$ cat src/rtl/irq_entry_pkg.sv
package irq_entry_pkg;
    localparam int PSW_I_BIT   = 16;
    localparam int PSW_U_BIT   = 17;
    localparam int PSW_PM_BIT  = 20;
    localparam int PSW_IPL_LSB = 24;

    typedef enum logic [2:0] {
        ST_IDLE,
        ST_PUSH_PSW,
        ST_PUSH_PC,
        ST_FETCH_VEC,
        ST_DONE
    } seq_state_t;

    typedef enum logic [1:0] {
        KIND_NONE,
        KIND_FAST,
        KIND_NORM,
        KIND_EXC
    } entry_kind_t;
endpackage

$ cat src/rtl/irq_accept.sv
module irq_accept
    import irq_entry_pkg::*;
#(
    parameter int IPL_W = 4
) (
    input  logic             psw_ie,
    input  logic [IPL_W-1:0] cur_ipl,
    input  logic             irq_req,
    input  logic [IPL_W-1:0] irq_lvl,
    input  logic             fast_req,
    input  logic             exc_req,
    output logic             take,
    output entry_kind_t      kind
);
    localparam logic [IPL_W-1:0] IPL_TOP = '1;

    logic norm_ok;
    logic fast_ok;

    always_comb begin
        norm_ok = irq_req && psw_ie && (cur_ipl < irq_lvl);
        fast_ok = fast_req && psw_ie && (cur_ipl != IPL_TOP);
        if (exc_req) begin
            kind = KIND_EXC;
        end else if (fast_ok) begin
            kind = KIND_FAST;
        end else if (norm_ok) begin
            kind = KIND_NORM;
        end else begin
            kind = KIND_NONE;
        end
        take = (kind != KIND_NONE);
    end
endmodule

$ cat src/rtl/irq_vec_addr.sv
module irq_vec_addr
    import irq_entry_pkg::*;
#(
    parameter int              XLEN           = 32,
    parameter int              NUM_W          = 8,
    parameter int              EXC_W          = 9,
    parameter logic [XLEN-1:0] FIXED_VEC_BASE = 32'hFFFF_FFC0
) (
    input  entry_kind_t     kind,
    input  logic [NUM_W-1:0] irq_num,
    input  logic [EXC_W-1:0] exc_num,
    input  logic [XLEN-1:0]  base,
    output logic [XLEN-1:0]  addr
);
    localparam int PAD_W = XLEN - NUM_W - 2;

    logic [XLEN-1:0] irq_off;
    logic [XLEN-1:0] exc_off;
    logic            is_trap;

    generate
        if (EXC_W > NUM_W) begin : g_trap_range
            assign is_trap = |exc_num[EXC_W-1:NUM_W];
        end else begin : g_no_trap_range
            assign is_trap = 1'b0;
        end
    endgenerate

    assign irq_off = {{PAD_W{1'b0}}, irq_num, 2'b00};
    assign exc_off = {{PAD_W{1'b0}}, exc_num[NUM_W-1:0], 2'b00};

    always_comb begin
        unique case (kind)
            KIND_EXC: addr = is_trap ? (base + exc_off) : (FIXED_VEC_BASE + exc_off);
            default:  addr = base + irq_off;
        endcase
    end
endmodule

$ cat src/rtl/irq_entry_seq.sv
module irq_entry_seq
    import irq_entry_pkg::*;
#(
    parameter int              XLEN           = 32,
    parameter int              IPL_W          = 4,
    parameter int              NUM_W          = 8,
    parameter int              EXC_W          = 9,
    parameter logic [XLEN-1:0] FIXED_VEC_BASE = 32'hFFFF_FFC0
) (
    input  logic             clk,
    input  logic             rst_n,
    input  logic [XLEN-1:0]  cur_psw,
    input  logic [XLEN-1:0]  cur_pc,
    input  logic [XLEN-1:0]  cur_sp,
    input  logic [XLEN-1:0]  cur_isp,
    input  logic [XLEN-1:0]  cur_usp,
    input  logic [XLEN-1:0]  vec_base,
    input  logic [XLEN-1:0]  fast_vec,
    input  logic             irq_req,
    input  logic [NUM_W-1:0] irq_num,
    input  logic [IPL_W-1:0] irq_lvl,
    input  logic             fast_req,
    input  logic             exc_req,
    input  logic [EXC_W-1:0] exc_num,
    output logic             busy,
    output logic             done,
    output logic [XLEN-1:0]  new_pc,
    output logic [XLEN-1:0]  new_psw,
    output logic [XLEN-1:0]  isp_out,
    output logic [XLEN-1:0]  usp_out,
    output logic [XLEN-1:0]  sp_out,
    output logic [XLEN-1:0]  bk_pc,
    output logic [XLEN-1:0]  bk_psw,
    output logic             ack,
    output logic             ack_fast,
    output logic [NUM_W-1:0] ack_num,
    output logic             wake,
    output logic             mem_valid,
    output logic             mem_write,
    output logic [XLEN-1:0]  mem_addr,
    output logic [XLEN-1:0]  mem_wdata,
    input  logic             mem_ready,
    input  logic [XLEN-1:0]  mem_rdata
);
    localparam logic [XLEN-1:0]  WORD_STEP = XLEN'(4);
    localparam logic [IPL_W-1:0] IPL_TOP   = '1;
    localparam logic [XLEN-1:0]  ONE       = XLEN'(1);
    localparam logic [XLEN-1:0]  IPL_FIELD = XLEN'({IPL_W{1'b1}}) << PSW_IPL_LSB;
    localparam logic [XLEN-1:0]  KEEP_MASK = ~((ONE << PSW_I_BIT) | (ONE << PSW_U_BIT) |
                                               (ONE << PSW_PM_BIT) | IPL_FIELD);

    function automatic logic [XLEN-1:0] enter_psw(input logic [XLEN-1:0] p,
                                                  input logic [IPL_W-1:0] lvl);
        return (p & KEEP_MASK) | (XLEN'(lvl) << PSW_IPL_LSB);
    endfunction

    seq_state_t      state_q, state_d;
    entry_kind_t     take_kind;
    logic            take;
    logic            accept;
    logic [XLEN-1:0] vec_addr_c;

    logic [XLEN-1:0] psw_q, pc_q, isp_q, usp_q, vec_q;
    logic [XLEN-1:0] new_pc_q, new_psw_q, bk_pc_q, bk_psw_q;
    logic            ack_q, ack_fast_q, wake_q;
    logic [NUM_W-1:0] ack_num_q;

    wire             psw_ie  = cur_psw[PSW_I_BIT];
    wire             psw_us  = cur_psw[PSW_U_BIT];
    wire [IPL_W-1:0] cur_ipl = cur_psw[PSW_IPL_LSB +: IPL_W];

    irq_accept #(.IPL_W(IPL_W)) u_accept (
        .psw_ie   (psw_ie),
        .cur_ipl  (cur_ipl),
        .irq_req  (irq_req),
        .irq_lvl  (irq_lvl),
        .fast_req (fast_req),
        .exc_req  (exc_req),
        .take     (take),
        .kind     (take_kind)
    );

    irq_vec_addr #(
        .XLEN           (XLEN),
        .NUM_W          (NUM_W),
        .EXC_W          (EXC_W),
        .FIXED_VEC_BASE (FIXED_VEC_BASE)
    ) u_vec (
        .kind    (take_kind),
        .irq_num (irq_num),
        .exc_num (exc_num),
        .base    (vec_base),
        .addr    (vec_addr_c)
    );

    assign accept = (state_q == ST_IDLE) && take;

    // state register
    always_ff @(posedge clk or negedge rst_n) begin
        if (!rst_n) begin
            state_q <= ST_IDLE;
        end else begin
            state_q <= state_d;
        end
    end

    // next state
    always_comb begin
        state_d = state_q;
        unique case (state_q)
            ST_IDLE: begin
                if (take) begin
                    state_d = (take_kind == KIND_FAST) ? ST_DONE : ST_PUSH_PSW;
                end
            end
            ST_PUSH_PSW:  if (mem_ready) state_d = ST_PUSH_PC;
            ST_PUSH_PC:   if (mem_ready) state_d = ST_FETCH_VEC;
            ST_FETCH_VEC: if (mem_ready) state_d = ST_DONE;
            ST_DONE:      state_d = ST_IDLE;
            default:      state_d = ST_IDLE;
        endcase
    end

    // outputs
    always_comb begin
        busy      = (state_q != ST_IDLE);
        done      = (state_q == ST_DONE);
        mem_valid = 1'b0;
        mem_write = 1'b0;
        mem_addr  = '0;
        mem_wdata = '0;
        unique case (state_q)
            ST_PUSH_PSW: begin
                mem_valid = 1'b1;
                mem_write = 1'b1;
                mem_addr  = isp_q - WORD_STEP;
                mem_wdata = psw_q;
            end
            ST_PUSH_PC: begin
                mem_valid = 1'b1;
                mem_write = 1'b1;
                mem_addr  = isp_q - WORD_STEP;
                mem_wdata = pc_q;
            end
            ST_FETCH_VEC: begin
                mem_valid = 1'b1;
                mem_addr  = vec_q;
            end
            default: begin
                mem_valid = 1'b0;
            end
        endcase
    end

    // datapath
    always_ff @(posedge clk or negedge rst_n) begin
        if (!rst_n) begin
            psw_q      <= '0;
            pc_q       <= '0;
            isp_q      <= '0;
            usp_q      <= '0;
            vec_q      <= '0;
            new_pc_q   <= '0;
            new_psw_q  <= '0;
            bk_pc_q    <= '0;
            bk_psw_q   <= '0;
            ack_q      <= 1'b0;
            ack_fast_q <= 1'b0;
            ack_num_q  <= '0;
            wake_q     <= 1'b0;
        end else begin
            ack_q  <= 1'b0;
            wake_q <= 1'b0;
            if (accept) begin
                psw_q  <= cur_psw;
                pc_q   <= cur_pc;
                vec_q  <= vec_addr_c;
                wake_q <= 1'b1;
                isp_q  <= psw_us ? cur_isp : cur_sp;
                usp_q  <= psw_us ? cur_sp : cur_usp;
                unique case (take_kind)
                    KIND_FAST: begin
                        new_psw_q  <= enter_psw(cur_psw, IPL_TOP);
                        new_pc_q   <= fast_vec;
                        bk_pc_q    <= cur_pc;
                        bk_psw_q   <= cur_psw;
                        ack_q      <= 1'b1;
                        ack_fast_q <= 1'b1;
                        ack_num_q  <= '0;
                    end
                    KIND_NORM: begin
                        new_psw_q  <= enter_psw(cur_psw, irq_lvl);
                        ack_q      <= 1'b1;
                        ack_fast_q <= 1'b0;
                        ack_num_q  <= irq_num;
                    end
                    default: begin
                        new_psw_q  <= enter_psw(cur_psw, cur_ipl);
                    end
                endcase
            end else if (mem_ready) begin
                unique case (state_q)
                    ST_PUSH_PSW, ST_PUSH_PC: isp_q    <= isp_q - WORD_STEP;
                    ST_FETCH_VEC:            new_pc_q <= mem_rdata;
                    default:                 isp_q    <= isp_q;
                endcase
            end
        end
    end

    assign new_pc   = new_pc_q;
    assign new_psw  = new_psw_q;
    assign isp_out  = isp_q;
    assign sp_out   = isp_q;
    assign usp_out  = usp_q;
    assign bk_pc    = bk_pc_q;
    assign bk_psw   = bk_psw_q;
    assign ack      = ack_q;
    assign ack_fast = ack_fast_q;
    assign ack_num  = ack_num_q;
    assign wake     = wake_q;
endmodule

$ cat config.mk
export PLATFORM = sky130hd
export DESIGN_NAME = irq_entry_seq
export DESIGN_NICKNAME = d
export VERILOG_FILES = /design/src/rtl/irq_entry_pkg.sv /design/src/rtl/irq_accept.sv /design/src/rtl/irq_vec_addr.sv /design/src/rtl/irq_entry_seq.sv
export SDC_FILE = /design/constraint.sdc
export NUM_CORES = 1
export LEC_CHECK = 0
export BUFFER_PORTS_ARGS = -buffer_cell sky130_fd_sc_hd__buf_4
export CAP_MARGIN = 20
export CORE_AREA = 2 2 231 233
export CTS_CLUSTER_DIAMETER = 60
export DETAILED_ROUTE_END_ITERATION = 8
export DIE_AREA = 0 0 233 235
export PLACE_DENSITY_LB_ADDON = 0.2
export SYNTH_ARGS = -nofsm -noshare
export SYNTH_HDL_FRONTEND = slang
export SYNTH_SLANG_ARGS = --single-unit
$ cat constraint.sdc
create_clock -name clk -period 3.9 [get_ports clk]
set_input_delay 0.585 -clock clk [delete_from_list [all_inputs] [get_ports clk]]
set_output_delay 0.585 -clock clk [all_outputs]
set_load 0.02 [all_outputs]
==> impl_metrics.env <==
export IMPL_status="finished, final reports clean"
export IMPL_path_buf_inv=1
export IMPL_fillers=5221
export IMPL_max_cap_violations=0
export IMPL_clock_sinks=274
export IMPL_arrival_ps=3310
export IMPL_die_area_sq_um=54800
export IMPL_synth_ff_type="dfrtp_1"
export IMPL_final_hold_viol_count=0
export IMPL_insertion_delay_ps=560
export IMPL_cp_top_family="simple AND/OR/NAND/NOR gates"
export IMPL_cp_startpoint="isp_out[18]"
export IMPL_power_leakage_uw=0.0103
export IMPL_hold_path_class="input pin to asynchronous set/reset pin"
export IMPL_max_freq_mhz=257
export IMPL_cts_root_buf="clkbuf_16"
export IMPL_drc=0
export IMPL_p_int_uw=10700
export IMPL_synthArstFlopShare_pct=100
export IMPL_crit_chain="or3_4 -> or4_4 -> or3_1 -> or3_4 -> xnor2_1 -> o21ai_0 -> buf_4"
export IMPL_crit_path_end="mem_addr[25]"
export IMPL_ys_top_cells_by_area="dfrtp_1 (45%), nand2_1 (9.6%), mux2_2 (5.1%)"
export IMPL_skew_ps=17.6
export IMPL_vias=14480
export IMPL_relSlewSlack_pct=32.5
export IMPL_drt_iter0_drc=1089
export IMPL_multi_input_area_sq_um=7410
export IMPL_drive_above_1_share_pct=35.4
export IMPL_switching_power_uw=8690
export IMPL_grt_pass1_wl_mm=91.4
export IMPL_power_density_nw_per_um2=907
export IMPL_stdcell_count=2883
export IMPL_gr_total_overflow=0
export IMPL_synthDistinctLibCells=65
export IMPL_cts_buffer_depth=3
export IMPL_grt_start_max_net_pins=142
export IMPL_wl_per_cell_um=21.6
export IMPL_antenna_found_initial=1
export IMPL_grt_total_usage_pct=22.0
export IMPL_worst_pin_slew_ps=1000
export IMPL_path_clk_slew_ps=60
export IMPL_die_w_um=233
export IMPL_areaGrowthSynthToFinish_pct=41.3
export IMPL_ys_seq_elements=274
export IMPL_whs_ps=1.63
export IMPL_fin_crit_sh_pct=99.9
export IMPL_reg2reg_depth=7
export IMPL_antenna_left=0
export IMPL_max_stage_delay_ps=460
export IMPL_die_h_um=235
export IMPL_clockPowerShare_pct=20.4
export IMPL_setup_worst_path_start_class="flop"
export IMPL_period_minus_slack_ps=3890
export IMPL_cts_tree="built"
export IMPL_pwr_share_seq_pct=27.8
export IMPL_drt_first_pass_iters=5
export IMPL_coreArea_sq_um=52200
export IMPL_r2r_start="state_q[1]"
export IMPL_rows=84
export IMPL_cts_htree_levels=2
export IMPL_num_io_pins=586
export IMPL_rsz0062_at_grt="no"
export IMPL_syn_inst=1671
export IMPL_path_common_cell="or3_4"
export IMPL_synth_top_area_share_pct=45.3
export IMPL_worstSetupPathType="flop to primary output"
export IMPL_cts_made_buffers=39
export IMPL_io_buffers=582
export IMPL_combPwrFrac_pct=51.8
export IMPL_ir_drop_mv=0.462
export IMPL_yosysWarningCount=0
export IMPL_synth_edf_count=0
export IMPL_antenna_cells=0
export IMPL_maxSlewViolCount=0
export IMPL_dp_cells=2811
export IMPL_netlist_area_sq_um=15100
export IMPL_gp_congestion=0.915
export IMPL_end_kind="primary output"
export IMPL_layout_nets=2470
export IMPL_drt_wl_total_mm=62.4
export IMPL_synth_seq_area_share_pct=45.3
export IMPL_r2r_end="isp_out[18]"
export IMPL_path_depth=7
export IMPL_hold_buffers=0
export IMPL_reg2reg_slack_ps=1040
export IMPL_cp_slowest_cell="dfrtp_1"
export IMPL_start_util_pct=29.0
export IMPL_synth_top_cell_by_area="dfrtp_1"
export IMPL_vias_per_cell=5.02
export IMPL_dpl_hpwl_mm=46.6
export IMPL_power_uw=19400
export IMPL_setup_viol=0
export IMPL_synth_area_per_cell_sq_um=9.07
export IMPL_register_area_sq_um=6860
export IMPL_p_sw_share_pct=44.8
export IMPL_required_ps=3310
export IMPL_setup_tns_ps=0
export IMPL_first_global_vias=14192
export IMPL_critPathMaxFanout=7
per-stage QoR:
step	setup slack, ps	instance area, sq um	util (%)
4_1_cts	2.15	21400	40.9
6_report	5.83	21400	41.0
3_5_place_dp	264	19900	38.1
2_1_floorplan	443	15200	-
3_3_place_gp	339	19900	38.1
5_1_grt	2.96	21400	41.0
logic make-up after synthesis:
kind of cell	after synthesis	share of synthesized area (%)
fa+ha+maj	23	2.00
mux	135	9.49
xor+xnor	73	4.22
buf+inv	195	6.37
other cells	1	0.0248
compound gates	372	15.7
simple gates	598	16.9
flops	274	45.3
Yosys cell counts, drive strengths merged, types with 26 or more instances:
master  number
inv         26
a21oi       56
nand2      386
nor3        28
clkbuf     105
dfrtp      274
mux2i       66
o21ai      130
a22o        43
xnor2       60
buf         64
a31oi       42
nor2        86
mux2        69
final cells by class:
class | instances | area share [%]
Sequential cell | 274 | 32.0
Tap cell | 688 | 4.02
Clock inverter | 19 | 1.46
Multi-Input combinational cell | 1204 | 34.6
Inverter | 26 | 0.468
Timing Repair Buffer | 619 | 22.1
Clock buffer | 53 | 5.28
sequential cells by signal (all words and copies together) (netlist names):
signal / cells
ack_fast: 1
bk_psw: 32
vec_q: 32
isp_out: 32
psw_q: 31
wake: 1
pc_q: 32
ack: 1
new_pc: 32
usp_out: 32
bk_pc: 32
ack_num: 8
new_psw: 5
state_q: 3
metal layers:
layer  vias to the layer above  global-route usage [%]  wire (um)
li1                       6772                       -          -
met2                       573                    36.1      29600
met3                        85                    5.29       4740
met4                         2                    6.33       1670
met1                      7048                    28.6      26300
met5                         -                       0         11
cells in the final DEF (no fill, tap or decap), drive strengths merged, types with 5 or more instances in the layout:
cell type	count
o2111ai	7
ha	21
o211ai	15
a22o	43
mux2i	66
a21oi	56
o221ai	6
dfrtp	274
nor2	86
a31oi	42
a211oi	12
buf	619
o211a	5
bufinv	7
nor4	12
nor2b	6
o22ai	15
nand3	17
and3	6
a21o	9
mux2	69
xor2	13
nand4	11
o21ai	130
xnor2	60
nor3	28
nand2	386
or4	5
clkbuf	53
inv	30
clkinv	7
or3	13
o32a	6
nand2b	8
power groups by stage:
stage               Combinational [uW]  Clock (uW)  Sequential (uW)
finish                           10100        3950             5390
global route                     10800        4170             5570
floorplan                         4850           0             6120
CTS                              10200        4040             5380
detailed placement               10100           0             5400
global placement                 10100           0             5350
how the worst min path moves through the flow:
| stage | end | startpoint | depth (start not counted) | slack (ps) |
|---|---|---|---|---|
| after CTS | ack | rst_n | 1 | 70 |
| after global routing | vec_q[15] | rst_n | 1 | 70 |
| after floorplan | ack | rst_n | 0 | 290 |
| after detailed placement | bk_psw[16] | bk_psw[16] | 1 | 450 |
| final | vec_q[15] | rst_n | 1 | 2 |
| after global placement | bk_psw[16] | bk_psw[16] | 1 | 460 |
timing repair:
action / 4_1_cts / 5_1_grt
pin swaps: 0 / 1
resized for setup: 5 / 4
setup endpoints to repair: 3 / 4
setup buffers: 0 / 0
cloned: 0 / 0
No activity file was read; power rests on OpenSTA's default activity.
